$ cat config.mk
export PLATFORM = sky130hd
export DESIGN_NAME = lane_realign_row
export DESIGN_NICKNAME = d
export VERILOG_FILES = /design/src/rtl/lrr_pkg.sv /design/src/rtl/lrr_byte_xbar.sv /design/src/rtl/lrr_shuffle_unit.sv /design/src/rtl/lrr_src_slot.sv /design/src/rtl/lane_realign_row.sv
export SDC_FILE = /design/constraint.sdc
export NUM_CORES = 1
export LEC_CHECK = 0
export ABC_AREA = 1
export BUFFER_PORTS_ARGS = -buffer_cell sky130_fd_sc_hd__buf_4
export CAP_MARGIN = 20
export CORE_ASPECT_RATIO = 0.7
export CORE_MARGIN = 8
export CORE_UTILIZATION = 54
export DETAILED_ROUTE_END_ITERATION = 6
export HOLD_SLACK_MARGIN = 0.08
export PLACE_DENSITY = 0.89
export RECOVER_POWER = 100
export SYNTH_ARGS = -nofsm -noshare
export SYNTH_HDL_FRONTEND = slang
export SYNTH_SLANG_ARGS = --single-unit
export TNS_END_PERCENT = 1
$ cat constraint.sdc
create_clock -name clk_i -period 1.9 [get_ports clk_i]
set_input_delay 0.38 -clock clk_i [delete_from_list [all_inputs] [get_ports clk_i]]
set_output_delay 0.38 -clock clk_i [all_outputs]
set_load 0.02 [all_outputs]
$ cat src/rtl/lrr_pkg.sv
`timescale 1ns/1ps
package lrr_pkg;
  typedef enum logic [1:0] {
    SRC_EMPTY   = 2'd0,
    SRC_LATCHED = 2'd1,
    SRC_SHUF    = 2'd2,
    SRC_ALIGNED = 2'd3
  } src_state_e;
endpackage

$ cat src/rtl/lrr_byte_xbar.sv
`timescale 1ns/1ps
module lrr_byte_xbar #(
  parameter int LANES  = 4,
  parameter int BYTE_W = 8,
  localparam int WORD_W = LANES * BYTE_W,
  localparam int SEL_W  = $clog2(LANES)
) (
  input  logic [WORD_W-1:0]       word_i,
  input  logic [LANES*SEL_W-1:0]  sel_i,
  output logic [WORD_W-1:0]       word_o
);
  for (genvar k = 0; k < LANES; k++) begin : g_out
    logic [SEL_W-1:0]  sel;
    logic [BYTE_W-1:0] pick;
    assign sel = sel_i[k*SEL_W +: SEL_W];
    always_comb begin
      pick = '0;
      for (int j = 0; j < LANES; j++) begin
        if (sel == SEL_W'(j)) pick = word_i[j*BYTE_W +: BYTE_W];
      end
    end
    assign word_o[k*BYTE_W +: BYTE_W] = pick;
  end
endmodule

$ cat src/rtl/lrr_shuffle_unit.sv
`timescale 1ns/1ps
module lrr_shuffle_unit #(
  parameter int LANES     = 4,
  parameter int BYTE_W    = 8,
  parameter int HOME_LANE = 2,
  localparam int WORD_W = LANES * BYTE_W,
  localparam int SEL_W  = $clog2(LANES)
) (
  input  logic              clk_i,
  input  logic              rst_ni,
  input  logic              go_i,
  input  logic [WORD_W-1:0] word_i,
  input  logic [SEL_W-1:0]  lane_i,
  output logic [WORD_W-1:0] res_o
);
  localparam logic [SEL_W-1:0] HOME = SEL_W'(HOME_LANE);

  logic [LANES*SEL_W-1:0] sel;
  logic [WORD_W-1:0]      perm;
  logic [WORD_W-1:0]      res_q;

  // output byte k draws input byte (k - home + element) modulo LANES
  for (genvar k = 0; k < LANES; k++) begin : g_sel
    assign sel[k*SEL_W +: SEL_W] = SEL_W'(k) + lane_i - HOME;
  end

  lrr_byte_xbar #(.LANES(LANES), .BYTE_W(BYTE_W)) u_xbar (
    .word_i (word_i),
    .sel_i  (sel),
    .word_o (perm)
  );

  always_ff @(posedge clk_i or negedge rst_ni) begin
    if (!rst_ni)   res_q <= '0;
    else if (go_i) res_q <= perm;
  end

  assign res_o = res_q;
endmodule

$ cat src/rtl/lrr_src_slot.sv
`timescale 1ns/1ps
module lrr_src_slot
  import lrr_pkg::*;
#(
  parameter int LANES     = 4,
  parameter int BYTE_W    = 8,
  parameter int HOME_LANE = 2,
  localparam int WORD_W = LANES * BYTE_W,
  localparam int SEL_W  = $clog2(LANES)
) (
  input  logic              clk_i,
  input  logic              rst_ni,
  input  logic              wr_i,
  input  logic [WORD_W-1:0] data_i,
  input  logic [SEL_W-1:0]  lane_i,
  input  logic              gnt_i,
  input  logic [WORD_W-1:0] fwd_data_i,
  input  logic              clr_i,
  output logic              req_o,
  output logic              aligned_o,
  output logic [WORD_W-1:0] word_o,
  output logic [SEL_W-1:0]  lane_o
);
  localparam logic [SEL_W-1:0] HOME = SEL_W'(HOME_LANE);

  src_state_e        state_q;
  logic [WORD_W-1:0] word_q;
  logic [SEL_W-1:0]  lane_q;

  always_ff @(posedge clk_i or negedge rst_ni) begin
    if (!rst_ni) begin
      state_q <= SRC_EMPTY;
      word_q  <= '0;
      lane_q  <= '0;
    end else if (clr_i) begin
      state_q <= SRC_EMPTY;
      word_q  <= '0;
      lane_q  <= '0;
    end else begin
      unique case (state_q)
        SRC_EMPTY: if (wr_i) begin
          word_q  <= data_i;
          lane_q  <= lane_i;
          state_q <= (lane_i == HOME) ? SRC_ALIGNED : SRC_LATCHED;
        end
        SRC_LATCHED: if (gnt_i) state_q <= SRC_SHUF;
        SRC_SHUF: begin
          // forwarded shuffle result lands back in this latch
          word_q  <= fwd_data_i;
          lane_q  <= HOME;
          state_q <= SRC_ALIGNED;
        end
        SRC_ALIGNED: state_q <= SRC_ALIGNED;
        default:     state_q <= SRC_EMPTY;
      endcase
    end
  end

  assign req_o     = (state_q == SRC_LATCHED);
  assign aligned_o = (state_q == SRC_ALIGNED);
  assign word_o    = word_q;
  assign lane_o    = lane_q;
endmodule

$ cat src/rtl/lane_realign_row.sv
`timescale 1ns/1ps
module lane_realign_row #(
  parameter int LANES     = 4,
  parameter int BYTE_W    = 8,
  parameter int HOME_LANE = 2,
  localparam int WORD_W = LANES * BYTE_W,
  localparam int SEL_W  = $clog2(LANES),
  localparam int NSRC   = 2
) (
  input  logic              clk_i,
  input  logic              rst_ni,
  input  logic              src1_wr_i,
  input  logic [WORD_W-1:0] src1_data_i,
  input  logic [SEL_W-1:0]  src1_lane_i,
  input  logic              src2_wr_i,
  input  logic [WORD_W-1:0] src2_data_i,
  input  logic [SEL_W-1:0]  src2_lane_i,
  input  logic              issue_i,
  input  logic              pair_i,
  input  logic              peer_rdy_i,
  output logic              rdy_o,
  output logic              own_rdy_o,
  output logic              src1_aligned_o,
  output logic              src2_aligned_o,
  output logic [WORD_W-1:0] src1_word_o,
  output logic [WORD_W-1:0] src2_word_o,
  output logic [BYTE_W-1:0] op1_o,
  output logic [BYTE_W-1:0] op2_o
);
  logic [NSRC-1:0]              wr;
  logic [NSRC-1:0][WORD_W-1:0]  din;
  logic [NSRC-1:0][SEL_W-1:0]   lin;
  logic [NSRC-1:0]              req;
  logic [NSRC-1:0]              gnt;
  logic [NSRC-1:0]              aligned;
  logic [NSRC-1:0][WORD_W-1:0]  word;
  logic [NSRC-1:0][SEL_W-1:0]   lane;
  logic [WORD_W-1:0]            shuf_in;
  logic [SEL_W-1:0]             shuf_lane;
  logic [WORD_W-1:0]            shuf_res;
  logic                         fire;

  assign wr  = {src2_wr_i, src1_wr_i};
  assign din = {src2_data_i, src1_data_i};
  assign lin = {src2_lane_i, src1_lane_i};

  // fixed priority: lower index (src1) wins the shared crossbar
  always_comb begin
    gnt = '0;
    for (int s = 0; s < NSRC; s++) begin
      if (req[s] && gnt == '0) gnt[s] = 1'b1;
    end
  end

  always_comb begin
    shuf_in   = '0;
    shuf_lane = '0;
    for (int s = 0; s < NSRC; s++) begin
      if (gnt[s]) begin
        shuf_in   = word[s];
        shuf_lane = lane[s];
      end
    end
  end

  assign own_rdy_o = &aligned;
  assign rdy_o     = own_rdy_o && (!pair_i || peer_rdy_i);
  assign fire      = issue_i && rdy_o;

  for (genvar s = 0; s < NSRC; s++) begin : g_src
    lrr_src_slot #(
      .LANES(LANES), .BYTE_W(BYTE_W), .HOME_LANE(HOME_LANE)
    ) u_slot (
      .clk_i      (clk_i),
      .rst_ni     (rst_ni),
      .wr_i       (wr[s]),
      .data_i     (din[s]),
      .lane_i     (lin[s]),
      .gnt_i      (gnt[s]),
      .fwd_data_i (shuf_res),
      .clr_i      (fire),
      .req_o      (req[s]),
      .aligned_o  (aligned[s]),
      .word_o     (word[s]),
      .lane_o     (lane[s])
    );
  end

  lrr_shuffle_unit #(
    .LANES(LANES), .BYTE_W(BYTE_W), .HOME_LANE(HOME_LANE)
  ) u_shuf (
    .clk_i  (clk_i),
    .rst_ni (rst_ni),
    .go_i   (|gnt),
    .word_i (shuf_in),
    .lane_i (shuf_lane),
    .res_o  (shuf_res)
  );

  assign src1_aligned_o = aligned[0];
  assign src2_aligned_o = aligned[1];
  assign src1_word_o    = word[0];
  assign src2_word_o    = word[1];
  assign op1_o          = word[0][HOME_LANE*BYTE_W +: BYTE_W];
  assign op2_o          = word[1][HOME_LANE*BYTE_W +: BYTE_W];
endmodule

==> results of run 1 <==
[layout by cell type, fill, tap and decap left out, types with 5 or more instances in the layout]
cell type	count
nand2_1	362
buf_4	170
nand3_1	157
dfrtp_1	104
inv_1	54
nor2_1	30
o21ai_0	27
clkbuf_1	23
mux2_2	19
o211a_1	18
a21oi_1	14
o211ai_1	13
clkbuf_16	9
nand2_2	6
inv_2	5
nand2_4	5
nand4_1	5
buf_12	5
[worst min-delay path, stage by stage]
cell and delay, ps:
buf_4 110, nand3_1 70, o21ai_1 70
[synthesized netlist by cell type]
cell type and number:
nand2_1 362, nand3_1 158, dfrtp_1 104, inv_1 54, nor2_1 30, o21ai_0 28, buf_4 22, clkbuf_1 20
buf_2 19, mux2_2 19, o211a_1 18, a21oi_1 14, o211ai_1 13, buf_6 9, nand2_2 6, inv_2 5
nand2_4 5, nand4_1 5, nor2_2 3, clkinv_1 2, clkinv_2 1, nand3_2 1, nor2_4 1, nor3b_2 1
o21ai_1 1, o22ai_1 1, o31ai_1 1
[power by group through the flow]
stage / registers [mW] / clock network [mW] / logic (mW)
4_1_cts: 4.29 / 2.11 / 8.93
5_1_grt: 4.42 / 2.18 / 9.62
6_report: 4.33 / 2.10 / 8.84
3_5_place_dp: 4.32 / 0 / 8.90
3_3_place_gp: 4.29 / 0 / 8.67
2_1_floorplan: 4.74 / 0 / 5.13
[path summary, 6_finish.rpt]
| check | to | cells past startpoint |
|---|---|---|
| min | g_src[0].u_slot.lane_o[0]$_DFFE_PN0P_ | 3 |
| max | rdy_o | 5 |
| min reg2reg | u_shuf.res_o[25]$_DFFE_PN0P_ | 2 |
| max in group asynchronous | u_shuf.res_o[11]$_DFFE_PN0P_ | 3 |
| max reg2reg | u_shuf.res_o[28]$_DFFE_PN0P_ | 11 |
| min in group asynchronous | g_src[1].u_slot.word_o[10]$_DFFE_PN0P_ | 2 |
[through the flow]
| stage | setup WS, ps | power (mW) |
|---|---|---|
| 2_1_floorplan | 160 | 9.87 |
| 3_3_place_gp | 211 | 13.0 |
| 3_5_place_dp | 144 | 13.2 |
| 4_1_cts | 92.2 | 15.3 |
| 5_1_grt | -0.0955 | 16.2 |
| 6_report | 84.1 | 15.3 |
[area by class of cell]
cell class	count	area share (%)
Clock inverter	4	0.967
Clock buffer	11	3.15
Timing Repair Buffer	201	18.5
Sequential cell	104	32.5
Inverter	62	2.92
Tap cell	157	2.45
Multi-Input combinational cell	667	39.5
[layer usage]
layer | routed length [µm] | track usage, % | vias up
li1 | - | - | 3187
met1 | 9460 | 38.9 | 3234
met2 | 10000 | 43.5 | 436
met3 | 2610 | 8.06 | 40
met4 | 376 | 7.69 | 2
met5 | 13 | 0 | -
[registers in the layout (all words and copies together) (netlist names)]
name	count
g_src.u_slot.lane_o	4
g_src.u_slot.state_q	4
g_src.u_slot.word_o	64
u_shuf.res_o	32
[logic make-up (layout without fill, tap and decap cells)]
group | count (synthesis) | count (layout) | share of synthesized area, %
compound gates | 76 | 76 | 7.88
flops | 104 | 104 | 40.5
buf+inv | 132 | 278 | 10.4
simple gates | 572 | 572 | 37.9
mux | 19 | 19 | 3.33
[what timing repair did]
action | in CTS | in global routing
hold buffers | 1 | 0
setup endpoints to repair | 0 | 10
hold endpoints to repair | 26 | 0
resized for setup | 0 | 3
==> impl_metrics.py, run 1 <==
metrics = {
    "status": {
        "status": "completed",
    },
    "placed_design": {
        "hpwl_mm": 16.9,
        "place_congestion": 0.945,
        "placed_area_mm2": 0.00778,
        "port_buffers": 158,
        "dp_cells": 1190,
    },
    "cells_and_area": {
        "n_fill_cell": 1014,
        "seqCellArea_mm2": 0.00260,
        "n_antenna_cell": 0,
        "multi_input_area_mm2": 0.00317,
        "layout.cells.non_filler": 1206,
        "finalInstanceArea_mm2": 0.00802,
        "nNetsFinal": 1120,
        "syn2layout_area_growth_pct": 24.6,
        "drive_gt1_share_pct": 22.4,
        "fin_util_pct": 68.6,
    },
    "critical_path": {
        "timing.rr.start": "g_src[0].u_slot.state_q[1]$_DFFE_PN0P_",
        "path_max_fanout": 4,
        "cp-start-kind": "flop",
        "worstPathCellList": "nand2_1 -> nor2_2 -> o21ai_1 -> inv_2 -> buf_4",
        "r2r_setup_slack_ps": 90,
        "end_kind": "output port",
        "crit_slowest_cell": "dfrtp_1",
        "arrival_ps": 1440,
        "critical_path_buf_inv_count": 2,
        "path_class": "reg -> out",
        "critPathTopFamily": "flip-flops",
        "worstSetupStartpoint": "g_src[1].u_slot.state_q[1]$_DFFE_PN0P_",
        "max_stage_delay_ps": 430,
        "required_ps": 1520,
    },
    "sta": {
        "relSlewSlack_pct": 53.5,
        "min_period_ps": 1820,
        "final_hold_viol_count": 0,
        "min_period_over_period_pct": 95.6,
        "worstMarginPinSlew_ps": 697,
        "rsz0062_at_grt": "yes",
        "fin_skew_ps": 9.58,
        "fmax_ghz": 0.551,
        "finalHoldWorstSlack_ps": 327,
        "setup_tns_ps": 0,
        "finalSetupViolCount": 0,
        "maxSlewViolCount": 0,
    },
    "routing": {
        "wl_per_cell_um": 18.6,
        "viasPerCell": 5.72,
        "dr.first_iter.drc_count": 616,
        "ant_nets": 0,
        "dr.pass1.iters": 6,
        "routed_wl_mm": 22.5,
        "via_count": 6899,
        "drc": 0,
    },
    "grt": {
        "grt_pass1_wl_mm": 35.8,
        "grt_pass1_vias": 6541,
        "antenna_found_initial": 1,
        "track_usage_pct": 28.5,
        "grt_start_max_net_pins": 45,
        "grt-ovfl-total": 0,
    },
    "clock_network": {
        "numCtsBuffers": 9,
        "ctsLongestPathBuffers": 2,
        "post-cts-setup-buffers": 0,
        "cts_root_buffer": "clkbuf_16",
        "htree_levels": 3,
        "clock_sinks": 104,
        "clk_pin_slew_worst_paths_ps": 80,
        "cts_tree": "done",
        "worstSkewPairLatency_ps": 350,
    },
    "logic_synthesis": {
        "netlist.area_leader.share_pct": 40.5,
        "synth.cell_area_mm2": 0.00643,
        "syn_avg_cell_area_um2": 7.12,
        "postSynthCellCount": 903,
        "yosysUniqueCellTypes": 27,
        "synth_top_cell_by_area": "dfrtp_1",
        "synth-seq-cells": 104,
        "ys_seq_area_share_pct": 40.5,
        "ys_warn_count": 0,
        "synth_nets": 978,
        "synth_area_leaders": "dfrtp_1 40%, nand2_1 21%, nand3_1 12%, mux2_2 3.3%, inv_1 3.2%",
    },
    "power": {
        "seqPwrFrac_pct": 28.4,
        "power_frac_comb_pct": 57.9,
        "p_clk_share_pct": 13.7,
        "irDropWorstVdd_v": 0.00103,
        "sw_frac_of_total_pct": 49.8,
        "p_int_mw": 7.66,
        "power_density_mw_per_mm2": 1900,
        "power.switching_mw": 7.60,
        "leakage_nw": 4.29,
    },
    "floorplanning": {
        "top_level_ports": 159,
        "die_y_um": 107,
        "num_rows": 33,
        "start_util_pct": 55.1,
        "die_area_mm2": 0.0157,
        "dieWidth_um": 146,
        "core_area_mm2": 0.0117,
    },
    "worst_hold_path": {
        "hold_path_startpoint": "src1_lane_i[0]",
        "hp-class": "in -> reg",
    },
    "flow_run": {
        "cap_violations": 0,
    },
}
Power figures use the tool's default switching activity.
==> run 2, diff against run 1 <==
--- a/config.mk
+++ b/config.mk
@@ -10,10 +10,11 @@
 export CAP_MARGIN = 20
 export CORE_ASPECT_RATIO = 0.7
 export CORE_MARGIN = 8
-export CORE_UTILIZATION = 54
+export CORE_UTILIZATION = 56
+export CTS_BUF_LIST = sky130_fd_sc_hd__clkbuf_4
 export DETAILED_ROUTE_END_ITERATION = 6
 export HOLD_SLACK_MARGIN = 0.08
-export PLACE_DENSITY = 0.89
+export PLACE_DENSITY = 0.91
 export RECOVER_POWER = 100
 export SYNTH_ARGS = -nofsm -noshare
 export SYNTH_HDL_FRONTEND = slang
==> run 2 against run 1 <==
Net effect:
- via count fell by 1.3%
- routed wire length decreased by 1.9%
- power is 10% lower
- sequential power is 2% lower
- critical path depth up 2
- sequential cell count is the same
- utilization decreased by 0.54 points
- setup slack lost 34 ps
- maximum frequency down 1.9%
- global-route usage rose by 0.26 points
==> impl_metrics.py, run 2 (same netlist as run 1, synthesis figures left out) <==
metrics = {
    "floorplanning": {
        "die_area_mm2": 0.0152,
        "top_level_ports": 159,
        "core_area_mm2": 0.0111,
        "start_util_pct": 58.0,
        "dieWidth_um": 144,
        "num_rows": 32,
        "die_y_um": 106,
    },
    "sta": {
        "relSlewSlack_pct": 2.62,
        "fin_skew_ps": 23.9,
        "worstMarginPinSlew_ps": 1460,
        "setup_tns_ps": 0,
        "maxSlewViolCount": 0,
        "finalSetupViolCount": 0,
        "finalHoldWorstSlack_ps": 187,
        "min_period_ps": 1850,
        "final_hold_viol_count": 0,
        "min_period_over_period_pct": 97.4,
        "fmax_ghz": 0.540,
        "rsz0062_at_grt": "yes",
    },
    "flow_run": {
        "cap_violations": 0,
    },
    "grt": {
        "antenna_found_initial": 0,
        "grt_start_max_net_pins": 45,
        "track_usage_pct": 28.7,
        "grt_pass1_vias": 6540,
        "grt-ovfl-total": 0,
        "grt_pass1_wl_mm": 34.7,
    },
    "placed_design": {
        "placed_area_mm2": 0.00773,
        "place_congestion": 0.924,
        "hpwl_mm": 16.3,
        "port_buffers": 158,
        "dp_cells": 1180,
    },
    "critical_path": {
        "required_ps": 2330,
        "cp-start-kind": "flop",
        "arrival_ps": 2280,
        "end_kind": "flop",
        "r2r_setup_slack_ps": 50,
        "critPathTopFamily": "buffers and inverters",
        "critical_path.most_common_cell": "nand2_1",
        "critical_path_buf_inv_count": 3,
        "crit_slowest_cell": "dfrtp_1",
        "worstPathCellList": "nand2_2 -> buf_4 -> nand2_1 -> inv_1 -> buf_2 -> nand2_1 -> nand2_1",
        "max_stage_delay_ps": 450,
        "path_class": "reg -> reg",
        "path_max_fanout": 26,
    },
    "clock_network": {
        "cts_root_buffer": "clkbuf_4",
        "ctsLongestPathBuffers": 2,
        "cts_tree": "done",
        "worstSkewPairLatency_ps": 490,
        "numCtsBuffers": 9,
        "clk_pin_slew_worst_paths_ps": 150,
        "clock_sinks": 104,
        "htree_levels": 3,
    },
    "cells_and_area": {
        "layout.cells.non_filler": 1198,
        "largest_reg_flops": 64,
        "syn2layout_area_growth_pct": 17.4,
        "final_cell_mix": "361 x nand2_1, 158 x nand3_1, 104 x dfrtp_1",
        "layout_commonest_cell": "nand2_1",
        "nNetsFinal": 1114,
        "drive_gt1_share_pct": 16.0,
        "seqCellArea_mm2": 0.00260,
        "finalInstanceArea_mm2": 0.00755,
        "multi_input_area_mm2": 0.00316,
        "n_fill_cell": 1071,
    },
    "power": {
        "power_density_mw_per_mm2": 1820,
        "irDropWorstVdd_v": 0.000876,
        "leakage_nw": 3.94,
    },
    "routing": {
        "met2WireLength_mm": 9.71,
        "viasPerCell": 5.69,
        "ant_nets": 0,
        "dr.first_iter.drc_count": 705,
        "dr.pass1.iters": 5,
        "via_count": 6812,
        "routed-wl-met3_mm": 2.60,
        "top_layer": "met4",
        "routed_wl_mm": 22.1,
        "drc": 0,
        "wl_met1_mm": 9.52,
        "wl_per_cell_um": 18.4,
    },
    "worst_hold_path": {
        "hp-class": "in -> reg",
    },
    "status": {
        "status": "completed",
    },
}
run 2: cell count changes in the layout (fill, tap and decap cells not counted), moves of 3 or more:
cell | before | now
buf_4 | 170 | 93
clkbuf_2 | 1 | 5
buf_6 | 0 | 3
clkbuf_16 | 9 | 0
clkbuf_4 | 1 | 12
clkbuf_1 | 23 | 84
run 2: cell type report:
class / instances / area share, %
clock buffers: 10 / 0.994
well taps: 153 / 2.54
diodes: 1 / 0.0331
multi-input cells: 667 / 41.9
inverters: 62 / 3.13
flip-flops and latches: 104 / 34.5
repair buffers: 195 / 16.2
clock inverters: 6 / 0.779
run 2: routing by layer:
| metal | GRT usage [%] | vias up |
|---|---|---|
| li1 | - | 3186 |
| met1 | 40.2 | 3160 |
| met2 | 44.1 | 443 |
| met3 | 7.03 | 23 |
| met4 | 6.06 | 0 |
| met5 | 0 | - |
run 2: what timing repair did:
action	in CTS	in global routing
endpoints found under the setup margin	0	38
gates resized for setup	0	8
hold buffers	1	0
setup buffers	0	0
endpoints found under the hold margin	21	0
run 2: metrics by stage:
step | utilization [%] | power (mW) | setup WS (ps)
floorplan | - | 9.87 | 160
global placement | 69.7 | 12.9 | 175
detailed placement | 69.7 | 13.2 | 87.8
CTS | 71.0 | 14.3 | 38.8
global route | 68.1 | 14.6 | -39.9
finish | 68.1 | 13.7 | 49.6
run 2: path summary, 6_finish.rpt:
check | startpoint | depth (start not counted) | end
worst max-delay path | g_src[0].u_slot.state_q[0]$_DFFE_PN0P_ | 7 | u_shuf.res_o[29]$_DFFE_PN0P_
worst min-delay path | src1_lane_i[0] | 3 | g_src[0].u_slot.lane_o[0]$_DFFE_PN0P_
worst max register to register | g_src[0].u_slot.state_q[0]$_DFFE_PN0P_ | 7 | u_shuf.res_o[29]$_DFFE_PN0P_
worst min register to register | u_shuf.res_o[27]$_DFFE_PN0P_ | 2 | u_shuf.res_o[27]$_DFFE_PN0P_
max in group asynchronous | rst_ni | 3 | g_src[0].u_slot.word_o[27]$_DFFE_PN0P_
min in group asynchronous | rst_ni | 2 | g_src[1].u_slot.word_o[10]$_DFFE_PN0P_
run 2: where the power goes:
part | leakage, nW | total, mW | internal (mW) | switching, mW
combinational | 2.58 | 8.30 | 2.60 | 5.70
clock | 0.0719 | 1.17 | 0.411 | 0.760
sequential | 1.29 | 4.24 | 3.27 | 0.973
run 2: worst reg2reg max path: stages (launching register included):
cell and delay, ps:
dfrtp_1 450, nand2_2 170, buf_4 380, nand2_1 120, inv_1 80, buf_2 370, nand2_1 130, nand2_1 100
==> run 3, diff against run 2 <==
==> constraint.sdc (replaced) <==
create_clock -name clk_i -period 1.9 [get_ports clk_i]
set_input_delay 0.19 -clock clk_i [delete_from_list [all_inputs] [get_ports clk_i]]
set_output_delay 0.19 -clock clk_i [all_outputs]
set_load 0.02 [all_outputs]
==> run 3 against run 2 <==
Net effect:
- via count is 5.6% higher
- first-iteration DRC count fell by 0.85%
- combinational power grew 2%
- setup slack got worse by 31 ps
- non-clock buffer count is 68 higher
- routed wire length is 7.6% higher
- worst hold slack worse by 90 ps
- design area increased by 8.6%
- power rose by 1.4%
- largest power group unchanged
==> impl_metrics.py, run 3 (same netlist as run 1, synthesis figures left out) <==
metrics = {
    "sta": {
        "maxSlewViolCount": 0,
        "fin_skew_ps": 13.2,
        "rsz0062_at_grt": "yes",
        "final_hold_viol_count": 0,
        "worstMarginPinSlew_ps": 1440,
        "setup_ws_ps": 18.3,
        "finalSetupViolCount": 0,
        "setup_tns_ps": 0,
        "finalHoldWorstSlack_ps": 97.1,
        "min_period_over_period_pct": 99.0,
        "relSlewSlack_pct": 4.16,
        "min_period_ps": 1880,
        "fmax_ghz": 0.531,
    },
    "critical_path": {
        "required_ps": 2270,
        "end_kind": "flop",
        "critPathCapture": "u_shuf.res_o[6]$_DFFE_PN0P_",
        "path_class": "reg -> reg",
        "r2r_cells": 11,
        "worstSetupStartpoint": "g_src[1].u_slot.state_q[0]$_DFFE_PN0P_",
        "r2r_setup_slack_ps": 20,
        "path_max_fanout": 17,
        "timing.rr.start": "g_src[1].u_slot.state_q[0]$_DFFE_PN0P_",
        "worst_r2r_endpoint": "u_shuf.res_o[6]$_DFFE_PN0P_",
        "cp-start-kind": "flop",
        "arrival_ps": 2260,
    },
    "clock_network": {
        "cts_tree": "done",
        "clk_pin_slew_worst_paths_ps": 160,
        "clock_sinks": 104,
        "worstSkewPairLatency_ps": 480,
        "ctsLongestPathBuffers": 2,
        "htree_levels": 3,
        "numCtsBuffers": 9,
        "cts_root_buffer": "clkbuf_4",
        "post-cts-setup-buffers": 0,
    },
    "routing": {
        "wl_per_cell_um": 18.7,
        "ant_nets": 0,
        "dr.first_iter.drc_count": 699,
        "viasPerCell": 5.68,
        "dr.pass1.iters": 6,
        "drc": 0,
        "routed_wl_mm": 23.7,
        "via_count": 7192,
    },
    "floorplanning": {
        "start_util_pct": 58.0,
        "top_level_ports": 159,
        "core_area_mm2": 0.0111,
        "die_area_mm2": 0.0152,
        "dieWidth_um": 144,
        "die_y_um": 106,
        "num_rows": 32,
    },
    "cells_and_area": {
        "finalInstanceArea_mm2": 0.00820,
        "drive_gt1_share_pct": 15.2,
        "fin_util_pct": 73.9,
        "syn2layout_area_growth_pct": 27.5,
        "nNetsFinal": 1182,
        "n_fill_cell": 944,
        "layout_commonest_cell": "nand2_1",
        "layout.cells.non_filler": 1267,
        "largest_reg_flops": 64,
        "final_cell_mix": "363 x nand2_1, 158 x nand3_1, 104 x dfrtp_1",
    },
    "power": {
        "sw_frac_of_total_pct": 54.4,
        "p_clk_share_pct": 8.7,
        "power_density_mw_per_mm2": 1700,
        "seqPwrFrac_pct": 30.5,
        "power_frac_comb_pct": 60.8,
        "irDropWorstVdd_v": 0.000784,
        "p_int_mw": 6.34,
        "finalPower_mw": 13.9,
        "leakage_nw": 4.23,
        "power.switching_mw": 7.57,
    },
    "placed_design": {
        "hpwl_mm": 16.1,
        "port_buffers": 158,
        "place_congestion": 0.969,
        "placed_area_mm2": 0.00771,
        "dp_slack_ps": 89.5,
        "dp_cells": 1180,
    },
    "flow_run": {
        "cap_violations": 0,
    },
    "grt": {
        "grt_pass1_vias": 7120,
        "antenna_found_initial": 0,
        "grt-ovfl-total": 0,
        "track_usage_pct": 31.1,
        "grt_pass1_wl_mm": 37.4,
        "grt_start_max_net_pins": 105,
    },
    "worst_hold_path": {
        "hold_depth": 5,
        "hp-class": "in -> reg",
    },
    "status": {
        "status": "completed",
    },
}
==> run 3: cell types whose count changed in the layout (fill, tap and decap cells not counted), sizes merged <==
| cell | before | now |
|---|---|---|
| buf | 103 | 104 |
| dlygate4sd3 | 1 | 69 |
| inv | 60 | 61 |
| diode | 1 | 2 |
| clkbuf | 101 | 99 |
==> run 3: worst max-delay path, cell delays in order, from the launching register on <==
cell and delay [ps]:
dfrtp_1 400, inv_1 80, nor2_2 150, nand3_1 140, nand2_4 200, buf_4 220
nor2_4 50, buf_6 160, nand2_1 60, nand2_1 50, nor2_1 160, nand2_1 80
==> run 3: layout make-up <==
| type | count | area, µm² | area share, % |
|---|---|---|---|
| flip-flops and latches | 104 | 2600 | 31.7 |
| multi-input cells | 667 | 3170 | 38.6 |
| clock buffers | 9 | 67.6 | 0.824 |
| repair buffers | 263 | 1860 | 22.7 |
| inverters | 62 | 234 | 2.85 |
| clock inverters | 7 | 70.1 | 0.854 |
| well taps | 153 | 191 | 2.33 |
| diodes | 2 | 5.00 | 0.0610 |
==> run 3: worst min-delay path by stage <==
stage | from | end | slack (ps)
floorplan | rst_ni | g_src[0].u_slot.lane_o[0]$_DFFE_PN0P_ | -110
global route | src1_data_i[16] | g_src[0].u_slot.word_o[16]$_DFFE_PN0P_ | 120
CTS | src2_lane_i[1] | g_src[1].u_slot.lane_o[1]$_DFFE_PN0P_ | 80
global placement | rst_ni | g_src[1].u_slot.word_o[10]$_DFFE_PN0P_ | 300
detailed placement | rst_ni | g_src[1].u_slot.word_o[10]$_DFFE_PN0P_ | 300
finish | src2_lane_i[1] | g_src[1].u_slot.lane_o[1]$_DFFE_PN0P_ | 100
==> run 3: power by group through the flow <==
stage               clock network, mW  logic (mW)  registers [mW]
detailed placement                  0        8.86            4.26
global placement                    0        8.69            4.22
floorplan                           0        5.13            4.74
finish                           1.20        8.46            4.24
CTS                              1.21        9.01            4.21
global route                     1.29        9.21            4.34
==> run 3: timing repair <==
action                                  4_1_cts  5_1_grt
endpoints found under the hold margin       175        0
resized for setup                             0        2
endpoints found under the setup margin        0       45
hold buffers                                 69        0
==> run 3: per-layer routing <==
metal	GRT usage [%]	wire length, µm	vias to the layer above
li1	-	-	3306
met1	40.7	9500	3359
met2	49.9	10800	480
met3	8.61	3020	47
met4	8.00	437	0
met5	0	0	-
